### config.mk
export PLATFORM = sky130hd
export DESIGN_NAME = lpm_ctrl
export DESIGN_NICKNAME = d
export VERILOG_FILES = /design/src/rtl/lpm_pkg.sv /design/src/rtl/lpm_regs.sv /design/src/rtl/lpm_seq.sv /design/src/rtl/lpm_ctrl.sv
export SDC_FILE = /design/constraint.sdc
export NUM_CORES = 1
export LEC_CHECK = 0
export ABC_AREA = 1
export CAP_MARGIN = 10
export CORE_MARGIN = 4
export CORE_UTILIZATION = 40
export CTS_BUF_LIST = sky130_fd_sc_hd__clkbuf_16
export DETAILED_ROUTE_END_ITERATION = 16
export DONT_BUFFER_PORTS = 1
export PLACE_DENSITY = 0.55
export SLEW_MARGIN = 10
export SYNTH_ARGS = -nofsm -noshare
export SYNTH_HDL_FRONTEND = slang
export SYNTH_SLANG_ARGS = --single-unit
### constraint.sdc
create_clock -name clk -period 2.3 [get_ports clk]
set_input_delay 0.23 -clock clk [delete_from_list [all_inputs] [get_ports clk]]
set_output_delay 0.23 -clock clk [all_outputs]
set_load 0.01 [all_outputs]
### src/rtl/lpm_pkg.sv
package lpm_pkg;

  localparam int REG_W          = 9;
  localparam int FLAG_CLR_SHIFT = 2;

  // status register bit positions
  localparam int STS_WUF  = 0;
  localparam int STS_SBF  = 1;
  localparam int STS_LVDF = 2;
  localparam int STS_WPEN = 8;

  // control register bit positions
  localparam int CTL_LDOLP  = 0;
  localparam int CTL_SBSEL  = 1;
  localparam int CTL_CLRWUF = STS_WUF + FLAG_CLR_SHIFT;
  localparam int CTL_CLRSBF = STS_SBF + FLAG_CLR_SHIFT;
  localparam int CTL_LVDEN  = 4;
  localparam int CTL_THR_LO = 5;
  localparam int THR_W      = 3;
  localparam int CTL_BKPWE  = 8;

  typedef enum logic [2:0] {
    ST_RUN      = 3'd0,
    ST_SLEEP    = 3'd1,
    ST_DEEP     = 3'd2,
    ST_WAKE_LDO = 3'd3,
    ST_WAKE_OSC = 3'd4,
    ST_STANDBY  = 3'd5,
    ST_POR      = 3'd6
  } lpm_state_e;

  typedef struct packed {
    logic setWuf;
    logic setSbf;
    logic clearCtrl;
    logic domainOff;
  } lpm_strb_t;

endpackage

### src/rtl/lpm_regs.sv
module lpm_regs
  import lpm_pkg::*;
#(
  parameter int DW          = 32,
  parameter int SYNC_STAGES = 2
) (
  input  logic             clk,
  input  logic             rstN,
  input  logic             wrEn,
  input  logic             wrAddr,
  input  logic [REG_W-1:0] wrData,
  input  logic             rdAddr,
  output logic [DW-1:0]    rdData,
  input  logic             wkupPin,
  input  logic             extRstReq,
  input  logic             rtcAlarm,
  input  logic             wdogRst,
  input  logic             lvdBelow,
  input  lpm_strb_t        strb,
  output logic             standbySel,
  output logic             ldoLp,
  output logic             standbyWake,
  output logic             wufFlag,
  output logic             sbfFlag,
  output logic             lvdEnOut,
  output logic [THR_W-1:0] lvdThresh,
  output logic             bkpWriteEn
);

  logic             ldoLpQ, sbSelQ, lvdEnQ, bkpWeQ;
  logic [THR_W-1:0] thrQ;
  logic             wufQ, sbfQ, wpEnQ;
  logic             ctlWr, stsWr;

  assign ctlWr = wrEn && !strb.domainOff && (wrAddr == 1'b0);
  assign stsWr = wrEn && !strb.domainOff && (wrAddr == 1'b1);

  // core-domain control fields: lost while the domain is off
  always_ff @(posedge clk or negedge rstN) begin
    if (!rstN) begin
      ldoLpQ <= 1'b0;
      sbSelQ <= 1'b0;
      lvdEnQ <= 1'b0;
      thrQ   <= '0;
      bkpWeQ <= 1'b0;
    end else if (strb.clearCtrl) begin
      ldoLpQ <= 1'b0;
      sbSelQ <= 1'b0;
      lvdEnQ <= 1'b0;
      thrQ   <= '0;
      bkpWeQ <= 1'b0;
    end else if (ctlWr) begin
      ldoLpQ <= wrData[CTL_LDOLP];
      sbSelQ <= wrData[CTL_SBSEL];
      lvdEnQ <= wrData[CTL_LVDEN];
      thrQ   <= wrData[CTL_THR_LO +: THR_W];
      bkpWeQ <= wrData[CTL_BKPWE];
    end
  end

  // always-on flags; a set wins over a clear in the same cycle
  always_ff @(posedge clk or negedge rstN) begin
    if (!rstN) begin
      wufQ  <= 1'b0;
      sbfQ  <= 1'b0;
      wpEnQ <= 1'b0;
    end else begin
      if (strb.setWuf)                    wufQ <= 1'b1;
      else if (ctlWr && wrData[CTL_CLRWUF]) wufQ <= 1'b0;
      if (strb.setSbf)                    sbfQ <= 1'b1;
      else if (ctlWr && wrData[CTL_CLRSBF]) sbfQ <= 1'b0;
      if (stsWr)                          wpEnQ <= wrData[STS_WPEN];
    end
  end

  // wakeup pin synchroniser and rising-edge detector
  logic [SYNC_STAGES-1:0] syncQ;
  logic                   prevQ;

  generate
    for (genvar i = 0; i < SYNC_STAGES; i++) begin : g_sync
      if (i == 0) begin : g_first
        always_ff @(posedge clk or negedge rstN) begin
          if (!rstN) syncQ[0] <= 1'b0;
          else       syncQ[0] <= wkupPin;
        end
      end else begin : g_next
        always_ff @(posedge clk or negedge rstN) begin
          if (!rstN) syncQ[i] <= 1'b0;
          else       syncQ[i] <= syncQ[i-1];
        end
      end
    end
  endgenerate

  always_ff @(posedge clk or negedge rstN) begin
    if (!rstN) prevQ <= 1'b0;
    else       prevQ <= syncQ[SYNC_STAGES-1];
  end

  logic pinRise;
  assign pinRise     = syncQ[SYNC_STAGES-1] && !prevQ && wpEnQ;
  assign standbyWake = pinRise || extRstReq || rtcAlarm || wdogRst;

  assign standbySel = sbSelQ;
  assign ldoLp      = ldoLpQ;
  assign wufFlag    = wufQ;
  assign sbfFlag    = sbfQ;
  assign lvdEnOut   = lvdEnQ && !strb.domainOff;
  assign lvdThresh  = thrQ;
  assign bkpWriteEn = bkpWeQ;

  always_comb begin
    rdData = '0;
    if (rdAddr == 1'b0) begin
      rdData[CTL_LDOLP]            = ldoLpQ;
      rdData[CTL_SBSEL]            = sbSelQ;
      rdData[CTL_LVDEN]            = lvdEnQ;
      rdData[CTL_THR_LO +: THR_W]  = thrQ;
      rdData[CTL_BKPWE]            = bkpWeQ;
    end else begin
      rdData[STS_WUF]  = wufQ;
      rdData[STS_SBF]  = sbfQ;
      rdData[STS_LVDF] = lvdBelow && lvdEnOut;
      rdData[STS_WPEN] = wpEnQ;
    end
  end

endmodule

### src/rtl/lpm_seq.sv
module lpm_seq
  import lpm_pkg::*;
#(
  parameter int OSC_WAKE_CYC = 4,
  parameter int LDO_WAKE_CYC = 6,
  parameter int POR_CYC      = 8
) (
  input  logic       clk,
  input  logic       rstN,
  input  logic       sleepDeep,
  input  logic       wfiStrobe,
  input  logic       wfeStrobe,
  input  logic       irqPending,
  input  logic       evtPending,
  input  logic       extiWake,
  input  logic       standbySel,
  input  logic       ldoLp,
  input  logic       standbyWake,
  output lpm_strb_t  strb,
  output logic [2:0] lpState,
  output logic       cpuClkGate,
  output logic       coreClkGate,
  output logic       hsiEn,
  output logic       hseEn,
  output logic       pllEn,
  output logic       ldoLowPower,
  output logic       corePwrOff,
  output logic       coreRstOut,
  output logic       forceHsi
);

  localparam int MAX_A = (OSC_WAKE_CYC > LDO_WAKE_CYC) ? OSC_WAKE_CYC : LDO_WAKE_CYC;
  localparam int MAX_C = (MAX_A > POR_CYC) ? MAX_A : POR_CYC;
  localparam int CW    = (MAX_C < 2) ? 1 : $clog2(MAX_C);
  localparam logic [CW-1:0] OSC_LOAD = CW'(OSC_WAKE_CYC - 1);
  localparam logic [CW-1:0] LDO_LOAD = CW'(LDO_WAKE_CYC - 1);
  localparam logic [CW-1:0] POR_LOAD = CW'(POR_CYC - 1);

  lpm_state_e    state, nextState;
  logic [CW-1:0] cnt;
  logic          viaWfe, ldoLpLat, forceQ;
  logic          waitReq, sleepWake, cntDone;

  assign waitReq   = wfiStrobe || wfeStrobe;
  assign sleepWake = viaWfe ? evtPending : irqPending;
  assign cntDone   = (cnt == '0);

  always_comb begin
    nextState = state;
    unique case (state)
      ST_RUN: begin
        if (waitReq) begin
          if (!sleepDeep)      nextState = ST_SLEEP;
          else if (standbySel) nextState = ST_STANDBY;
          else                 nextState = ST_DEEP;
        end
      end
      ST_SLEEP:    if (sleepWake)   nextState = ST_RUN;
      ST_DEEP:     if (extiWake)    nextState = ldoLpLat ? ST_WAKE_LDO : ST_WAKE_OSC;
      ST_WAKE_LDO: if (cntDone)     nextState = ST_WAKE_OSC;
      ST_WAKE_OSC: if (cntDone)     nextState = ST_RUN;
      ST_STANDBY:  if (standbyWake) nextState = ST_POR;
      ST_POR:      if (cntDone)     nextState = ST_RUN;
      default:                      nextState = ST_RUN;
    endcase
  end

  always_ff @(posedge clk or negedge rstN) begin
    if (!rstN) begin
      state    <= ST_RUN;
      cnt      <= '0;
      viaWfe   <= 1'b0;
      ldoLpLat <= 1'b0;
      forceQ   <= 1'b0;
    end else begin
      state  <= nextState;
      forceQ <= (state == ST_WAKE_OSC) && (nextState == ST_RUN);
      if (state == ST_RUN && waitReq) begin
        viaWfe   <= wfeStrobe && !wfiStrobe;
        ldoLpLat <= ldoLp;
      end
      if (nextState != state) begin
        case (nextState)
          ST_WAKE_LDO: cnt <= LDO_LOAD;
          ST_WAKE_OSC: cnt <= OSC_LOAD;
          ST_POR:      cnt <= POR_LOAD;
          default:     cnt <= '0;
        endcase
      end else if (!cntDone) begin
        cnt <= cnt - CW'(1);
      end
    end
  end

  always_comb begin
    strb.setSbf    = (state == ST_RUN) && (nextState == ST_STANDBY);
    strb.setWuf    = (state == ST_STANDBY) && (nextState == ST_POR);
    strb.clearCtrl = (state == ST_STANDBY);
    strb.domainOff = (state == ST_STANDBY);
  end

  always_comb begin
    cpuClkGate  = 1'b1;
    coreClkGate = 1'b1;
    hsiEn       = 1'b0;
    hseEn       = 1'b0;
    pllEn       = 1'b0;
    ldoLowPower = 1'b0;
    corePwrOff  = 1'b0;
    coreRstOut  = 1'b0;
    unique case (state)
      ST_RUN: begin
        cpuClkGate  = 1'b0;
        coreClkGate = 1'b0;
        hsiEn = 1'b1; hseEn = 1'b1; pllEn = 1'b1;
      end
      ST_SLEEP: begin
        coreClkGate = 1'b0;
        hsiEn = 1'b1; hseEn = 1'b1; pllEn = 1'b1;
      end
      ST_DEEP:     ldoLowPower = ldoLpLat;
      ST_WAKE_LDO: ;
      ST_WAKE_OSC: hsiEn = 1'b1;
      ST_STANDBY: begin
        corePwrOff = 1'b1;
        coreRstOut = 1'b1;
      end
      ST_POR: begin
        hsiEn      = 1'b1;
        coreRstOut = 1'b1;
      end
      default: ;
    endcase
  end

  assign lpState  = state;
  assign forceHsi = forceQ;

endmodule

### src/rtl/lpm_ctrl.sv
module lpm_ctrl
  import lpm_pkg::*;
#(
  parameter int DW           = 32,
  parameter int SYNC_STAGES  = 2,
  parameter int OSC_WAKE_CYC = 4,
  parameter int LDO_WAKE_CYC = 6,
  parameter int POR_CYC      = 8
) (
  input  logic             clk,
  input  logic             rstN,
  input  logic             wrEn,
  input  logic             wrAddr,
  input  logic [REG_W-1:0] wrData,
  input  logic             rdAddr,
  output logic [DW-1:0]    rdData,
  input  logic             sleepDeep,
  input  logic             wfiStrobe,
  input  logic             wfeStrobe,
  input  logic             irqPending,
  input  logic             evtPending,
  input  logic             extiWake,
  input  logic             wkupPin,
  input  logic             extRstReq,
  input  logic             rtcAlarm,
  input  logic             wdogRst,
  input  logic             lvdBelow,
  output logic [2:0]       lpState,
  output logic             cpuClkGate,
  output logic             coreClkGate,
  output logic             hsiEn,
  output logic             hseEn,
  output logic             pllEn,
  output logic             ldoLowPower,
  output logic             corePwrOff,
  output logic             coreRstOut,
  output logic             forceHsi,
  output logic             lvdEnOut,
  output logic [THR_W-1:0] lvdThresh,
  output logic             bkpWriteEn
);

  lpm_strb_t strb;
  logic      standbySel, ldoLp, standbyWake, wufFlag, sbfFlag;

  lpm_regs #(.DW(DW), .SYNC_STAGES(SYNC_STAGES)) u_regs (
    .clk(clk), .rstN(rstN),
    .wrEn(wrEn), .wrAddr(wrAddr), .wrData(wrData),
    .rdAddr(rdAddr), .rdData(rdData),
    .wkupPin(wkupPin), .extRstReq(extRstReq), .rtcAlarm(rtcAlarm),
    .wdogRst(wdogRst), .lvdBelow(lvdBelow), .strb(strb),
    .standbySel(standbySel), .ldoLp(ldoLp), .standbyWake(standbyWake),
    .wufFlag(wufFlag), .sbfFlag(sbfFlag),
    .lvdEnOut(lvdEnOut), .lvdThresh(lvdThresh), .bkpWriteEn(bkpWriteEn)
  );

  lpm_seq #(
    .OSC_WAKE_CYC(OSC_WAKE_CYC), .LDO_WAKE_CYC(LDO_WAKE_CYC), .POR_CYC(POR_CYC)
  ) u_seq (
    .clk(clk), .rstN(rstN),
    .sleepDeep(sleepDeep), .wfiStrobe(wfiStrobe), .wfeStrobe(wfeStrobe),
    .irqPending(irqPending), .evtPending(evtPending), .extiWake(extiWake),
    .standbySel(standbySel), .ldoLp(ldoLp), .standbyWake(standbyWake),
    .strb(strb), .lpState(lpState),
    .cpuClkGate(cpuClkGate), .coreClkGate(coreClkGate),
    .hsiEn(hsiEn), .hseEn(hseEn), .pllEn(pllEn),
    .ldoLowPower(ldoLowPower), .corePwrOff(corePwrOff),
    .coreRstOut(coreRstOut), .forceHsi(forceHsi)
  );

endmodule

==> out/metrics.yaml, run 1 <==
detailed_routing:
  via_per_inst: 4.85
  drtIter0Drc: 71
  postRouteAntennaNets: 0
  drt-total-wl_um: 3220
  drt_first_pass_iters: 4
  remaining_drc_errors: 0
  post_drt_wl_per_cell_um: 13.4
  num_vias: 1165
floorplanning:
  top_level_ports: 74
  die_w_um: 70.9
  dieArea_um2: 5020
  core_area_um2: 3740
  die_h_um: 70.9
  start_util_pct: 42.2
  rows: 22
clock_network:
  cts_tree: "built"
  clock_path_buffers: 2
  cts_sinks: 22
  insertion_delay_ps: 260
  clk_transition_reported_paths_ps: 60
  numCtsBuffers: 3
  cts.htree.levels: 1
  cts_setup_buffers: 0
  cts_root_buf: "clkbuf_16"
flow_run:
  cap_violations: 0
global_routing:
  overflow: 0
  grt_pass1_vias: 1181
  antenna_found_initial: 0
  grt_pass1_wl_um: 5300
  grt.total_usage_pct: 13.0
  grt_max_degree: 23
sta:
  fin_ws_ps: 244
  grt_setup_unrepaired: "false"
  period_share_pct: 89.4
  finalHoldViolCount: 0
  drv_slew: 0
  fin_setup_tns_ps: 0
  max_slew_margin_pct: 33.0
  setup_violations: 0
  fin_skew_ps: 5.05
  max_freq_mhz: 486
  post-route-min-period_ps: 2060
  worst_slew_pin_slew_ps: 1000
layout:
  fillerInstances: 382
  final_nets: 220
  multi_input_comb_area_um2: 777
  seq_area_um2: 551
  n_antenna_cell: 0
  area_growth_pct: 2.37
  drive_gt1_share_pct: 17.2
synth:
  muxShareOfSynthArea_pct: 0
  synth.distinct_cells: 34
  yosys_warnings: 0
  synth.top_cell.area_share_pct: 34.8
  synthTopCellsByArea: "dfrtp_1 35%, buf_4 12%, nand2_1 6.6%"
  synth_seq_cells: 22
  synth_compound_area_share_pct: 7.52
  synth_top_cell_by_area: "dfrtp_1"
  synth_area_per_cell_um2: 8.15
  yosys.area_share.simple_pct: 33.8
  synthXorXnorAreaFrac_pct: 0.554
  synth_top_family_by_area: "simple AND/OR/NAND/NOR gates"
  ys_seq_area_share_pct: 34.8
  synth_cells: 194
  synth_area_um2: 1580
  synth-adder-area-share_pct: 1.58
worst_setup_path:
  cp_slowest_cell: "dfrtp_1"
  worst_path_largest_cell_delay_ps: 390
  required_ps: 2450
  worstSetupEndpointType: "flip-flop"
  cp_common_cell: "nand2_1"
  crit_fanout: 6
  crit_path_start_kind: "flip-flop"
  criticalPathCategory: "reg2reg"
  crit_chain: "inv_1, ha_1, ha_1, inv_2, nand4_2, nand2_1, nor2_2, nand2_2, nand2_1, nand2_2, nand2_4, nand2_1, nand2_1, nand2_1"
  worst_ep_arrival_time_ps: 2200
power:
  powerDensity_nw_per_um2: 1510
  power.total_mw: 2.45
  p_leak_nw: 0.850
  irDropWorstVdd_v: 0.000562
place:
  portBuffers: 0
  place_congestion: 0.789
  dp_slack_ps: 248
  post-dp-hpwl_um: 2600
min_path:
  hold_class: "in2reg"
status:
  status: "finished, final reports clean"
[cell usage in the layout, fill, tap and decap left out, drive strengths merged, types with 3 or more instances in the layout]
cell type,count
nand2,36
inv,27
conb,24
dfrtp,22
nand3,21
nor2,20
o21ai,14
nand4,7
clkbuf,3
a21oi,3
[Yosys cell counts]
master,n
dfrtp_1,22
nor2_1,12
inv_1,22
inv_2,3
inv_4,2
nand2_4,4
nand3b_1,1
nor2_8,2
nand3_4,2
buf_6,3
o21ai_0,13
nor2_2,3
nor3_1,2
nand3_1,18
a21oi_1,1
a21oi_2,1
or2_2,2
a21oi_4,1
buf_2,1
ha_1,2
xor2_1,1
a31oi_1,1
nand2_2,4
nand3_2,1
nand4_1,6
nand2_1,28
o21ai_1,1
nand4_2,1
clkbuf_1,2
nor4_1,1
buf_4,25
o22ai_1,2
conb_1,1
nor2_4,3
[power by group]
group / switching (mW) / internal, mW / total [mW]
Combinational: 0.803 / 0.407 / 1.21
Sequential: 0.200 / 0.544 / 0.744
Clock: 0.147 / 0.346 / 0.493
[logic make-up after synthesis]
| logic type | count (synthesis) |
|---|---|
| AOI/OAI and AO/OA | 20 |
| other | 1 |
| and+or+nand+nor | 90 |
| adders and majority gates | 2 |
| DFF | 22 |
| buffers and inverters | 58 |
| xor gates and xnor gates | 1 |
[path summary, 6_finish.rpt]
path	to	cells past startpoint	slack, ps	start
setup / recovery	u_seq.cnt[1]$_DFFE_PN0P_	14	240	u_seq.cnt[0]$_DFFE_PN0P_
hold / removal	u_seq.viaWfe$_DFFE_PN0P_	1	70	wfiStrobe
setup reg to reg	u_seq.cnt[1]$_DFFE_PN0P_	14	240	u_seq.cnt[0]$_DFFE_PN0P_
hold reg to reg	u_regs.syncQ[1]$_DFF_PN0_	0	350	u_regs.syncQ[0]$_DFF_PN0_
max in group asynchronous	u_regs.prevQ$_DFF_PN0_	1	1100	rstN
min in group asynchronous	u_seq.lpState[2]$_DFF_PN0_	1	590	rstN
[layout make-up]
cell class	count	area share, %
multi-input cells	137	48.0
flip-flops and latches	22	34.0
inverters	27	6.57
clock buffers	3	4.64
well taps	48	3.71
clock inverters	1	1.85
repair buffers	2	1.24
[sequential cells by signal, summed over array words and instances, names as in the netlist]
| name | cells |
|---|---|
| u_seq.lpState | 3 |
| u_seq.ldoLpLat | 1 |
| u_regs.syncQ | 2 |
| u_regs.standbySel | 1 |
| u_regs.wpEnQ | 1 |
| u_regs.lvdEnQ | 1 |
| u_regs.bkpWriteEn | 1 |
| u_seq.cnt | 3 |
| u_regs.lvdThresh | 3 |
| u_regs.wufFlag | 1 |
| u_regs.ldoLp | 1 |
| u_seq.viaWfe | 1 |
| u_regs.sbfFlag | 1 |
| u_seq.forceHsi | 1 |
| u_regs.prevQ | 1 |
[through the flow]
step                cell area, µm²  std cells  hold slack, ps  util (%)
finish                        1620        240            68.0      43.2
global route                  1620        240            74.2      43.2
CTS                           1620        240            64.2      43.2
detailed placement            1490        234           -65.0      39.9
global placement              1490        234           -65.0      39.9
floorplan                     1670        217           -65.6         -
[worst max-delay path: cells and delay by family (launching register included)]
kind                       cells  cell delay [ps]
adders and majority gates      2              430
DFF                            1              390
buffers and inverters          2              170
and+or+nand+nor               10              970
[metal layers]
layer | global-route usage (%) | share of wire [%] | up-vias
met5 | 0 | 0 | -
met4 | 3.13 | 0.25 | 0
met1 | 14.6 | 37 | 535
li1 | - | - | 567
met3 | 6.25 | 12 | 2
met2 | 22.2 | 51 | 61
[repair_timing]
item,CTS,global route
hold buffers,2,0
hold endpoints to repair,23,0
resized for setup,0,0
Power figures use the tool's default switching activity.
==> inputs of run 2 (changes only) <==
--- a/config.mk
+++ b/config.mk
@@ -6,13 +6,13 @@
 export NUM_CORES = 1
 export LEC_CHECK = 0
 export ABC_AREA = 1
+export BUFFER_PORTS_ARGS = -buffer_cell sky130_fd_sc_hd__buf_2
 export CAP_MARGIN = 10
 export CORE_MARGIN = 4
 export CORE_UTILIZATION = 40
 export CTS_BUF_LIST = sky130_fd_sc_hd__clkbuf_16
 export DETAILED_ROUTE_END_ITERATION = 16
-export DONT_BUFFER_PORTS = 1
-export PLACE_DENSITY = 0.55
+export PLACE_DENSITY = 0.71
 export SLEW_MARGIN = 10
 export SYNTH_ARGS = -nofsm -noshare
 export SYNTH_HDL_FRONTEND = slang
==> run 2 against run 1 <==
Against the previous run: via count rose by 13%; routed wire length fell by 2.5%; non-clock buffer count rose by 48; cell area rose by 15%; clock-buffer cell count did not move; setup slack improved by 62 ps; first-iteration DRC count fell by 20%; clock skew fell by 3.8 ps; critical endpoint is now u_seq.cnt[2]$_DFFE_PN0P_; highest routed layer unchanged.
==> out/metrics.yaml, run 2 (synthesized netlist as in run 1, its figures left out) <==
detailed_routing:
  postRouteAntennaNets: 0
  drt_first_pass_iters: 4
  top_layer_used: "met4"
  wl_met3_um: 264
  drtIter0Drc: 57
  via_per_inst: 4.57
  wl_met2_um: 1500
  remaining_drc_errors: 0
  num_vias: 1316
  met1Wirelength_um: 1340
  drt-total-wl_um: 3140
  post_drt_wl_per_cell_um: 10.9
worst_setup_path:
  crit_path_end: "u_seq.cnt[2]$_DFFE_PN0P_"
  worst-r2r-cell-count: 14
  criticalPathCategory: "reg2reg"
  crit_path_start_kind: "flip-flop"
  crit_path_start: "u_seq.cnt[0]$_DFFE_PN0P_"
  reg2reg_to: "u_seq.cnt[2]$_DFFE_PN0P_"
  r2r-start: "u_seq.cnt[0]$_DFFE_PN0P_"
  worstSetupEndpointType: "flip-flop"
  crit_fanout: 6
  required_ps: 2450
  r2r_slack_ps: 310
  worst_ep_arrival_time_ps: 2140
sta:
  hold_ws_ps: 77.8
  fin_ws_ps: 306
  worst_slew_pin_slew_ps: 509
  max_slew_margin_pct: 66.1
  setup_violations: 0
  max_freq_mhz: 501
  grt_setup_unrepaired: "false"
  post-route-min-period_ps: 1990
  fin_setup_tns_ps: 0
  drv_slew: 0
  fin_skew_ps: 1.27
  finalHoldViolCount: 0
  period_share_pct: 86.7
clock_network:
  cts_tree: "built"
  insertion_delay_ps: 250
  cts_sinks: 22
  cts_root_buf: "clkbuf_16"
  postCtsHoldBufs: 1
  clock_path_buffers: 2
  cts_setup_buffers: 0
  numCtsBuffers: 3
  clk_transition_reported_paths_ps: 60
  postCtsResizedCells: 0
  cts.htree.levels: 1
floorplanning:
  core_area_um2: 3740
  top_level_ports: 74
  rows: 22
  die_h_um: 70.9
  die_w_um: 70.9
  dieArea_um2: 5020
  start_util_pct: 42.2
layout:
  layout_common_cells: "49 x buf_2, 28 x nand2_1, 24 x conb_1, 22 x inv_1, 22 x dfrtp_1"
  drive_gt1_share_pct: 34.2
  n_antenna_cell: 0
  fin_area_um2: 1850
  final_nets: 268
  layout_commonest_cell: "buf_2"
  fillerInstances: 384
  layout.cells.non_filler: 288
  area_growth_pct: 17.2
global_routing:
  antenna_found_initial: 0
  grt_max_degree: 23
  grt_pass1_wl_um: 5090
  grt_pass1_vias: 1174
  overflow: 0
  grt.total_usage_pct: 12.6
power:
  irDropWorstVdd_v: 0.000555
  powerDensity_nw_per_um2: 1400
  p_leak_nw: 1.06
min_path:
  hold_class: "in2reg"
place:
  place_congestion: 0.843
  placed_cell_area_um2: 1740
  dp_cells: 283
  dp_slack_ps: 290
  portBuffers: 49
  post-dp-hpwl_um: 2480
status:
  status: "finished, final reports clean"
flow_run:
  cap_violations: 0
## run 2: final cells by class
class	instances	area (µm²)	area share [%]
Tap cell	48	60.1	3.24
Multi-Input combinational cell	137	777	41.9
Sequential cell	22	551	29.7
Clock buffer	3	75.1	4.05
Clock inverter	1	30.0	1.62
Timing Repair Buffer	50	255	13.8
Inverter	27	106	5.74
## run 2: worst min path at each step
stage                       start                            end  slack (ps)  depth (start not counted)
after global placement       rstN     u_seq.lpState[2]$_DFF_PN0_         230                          1
after global routing      wkupPin      u_regs.syncQ[0]$_DFF_PN0_          70                          1
after CTS                 wkupPin      u_regs.syncQ[0]$_DFF_PN0_          70                          1
after detailed placement     rstN     u_seq.lpState[1]$_DFF_PN0_         230                          1
after floorplan              rstN  u_regs.bkpWriteEn$_DFFE_PN0P_         -70                          0
final                     wkupPin      u_regs.syncQ[0]$_DFF_PN0_          80                          1
## run 2: layer usage
layer | track usage, % | up-vias
met5 | 0 | -
met4 | 3.76 | 0
met3 | 4.12 | 4
met2 | 20.5 | 44
met1 | 16.0 | 602
li1 | - | 666
## run 2: worst max-delay path: stages (launching register included)
cell	delay, ps
dfrtp_1	390
inv_1	60
ha_1	140
ha_1	260
inv_2	90
nand4_2	110
nand2_1	90
nor2_2	200
nand2_2	70
nand2_1	70
nand2_2	110
nand2_4	100
nand2_1	60
nand2_1	60
nand2_1	40
## run 2: through the flow
step / power (mW) / util, %
floorplan: 1.84 / -
global placement: 2.09 / 46.5
detailed placement: 2.13 / 46.5
CTS: 2.63 / 49.5
global route: 2.84 / 49.5
finish: 2.60 / 49.5
## run 2: where the power goes
group	internal, mW	switching (mW)
Sequential	0.544	0.155
Clock	0.346	0.141
Combinational	0.537	0.875
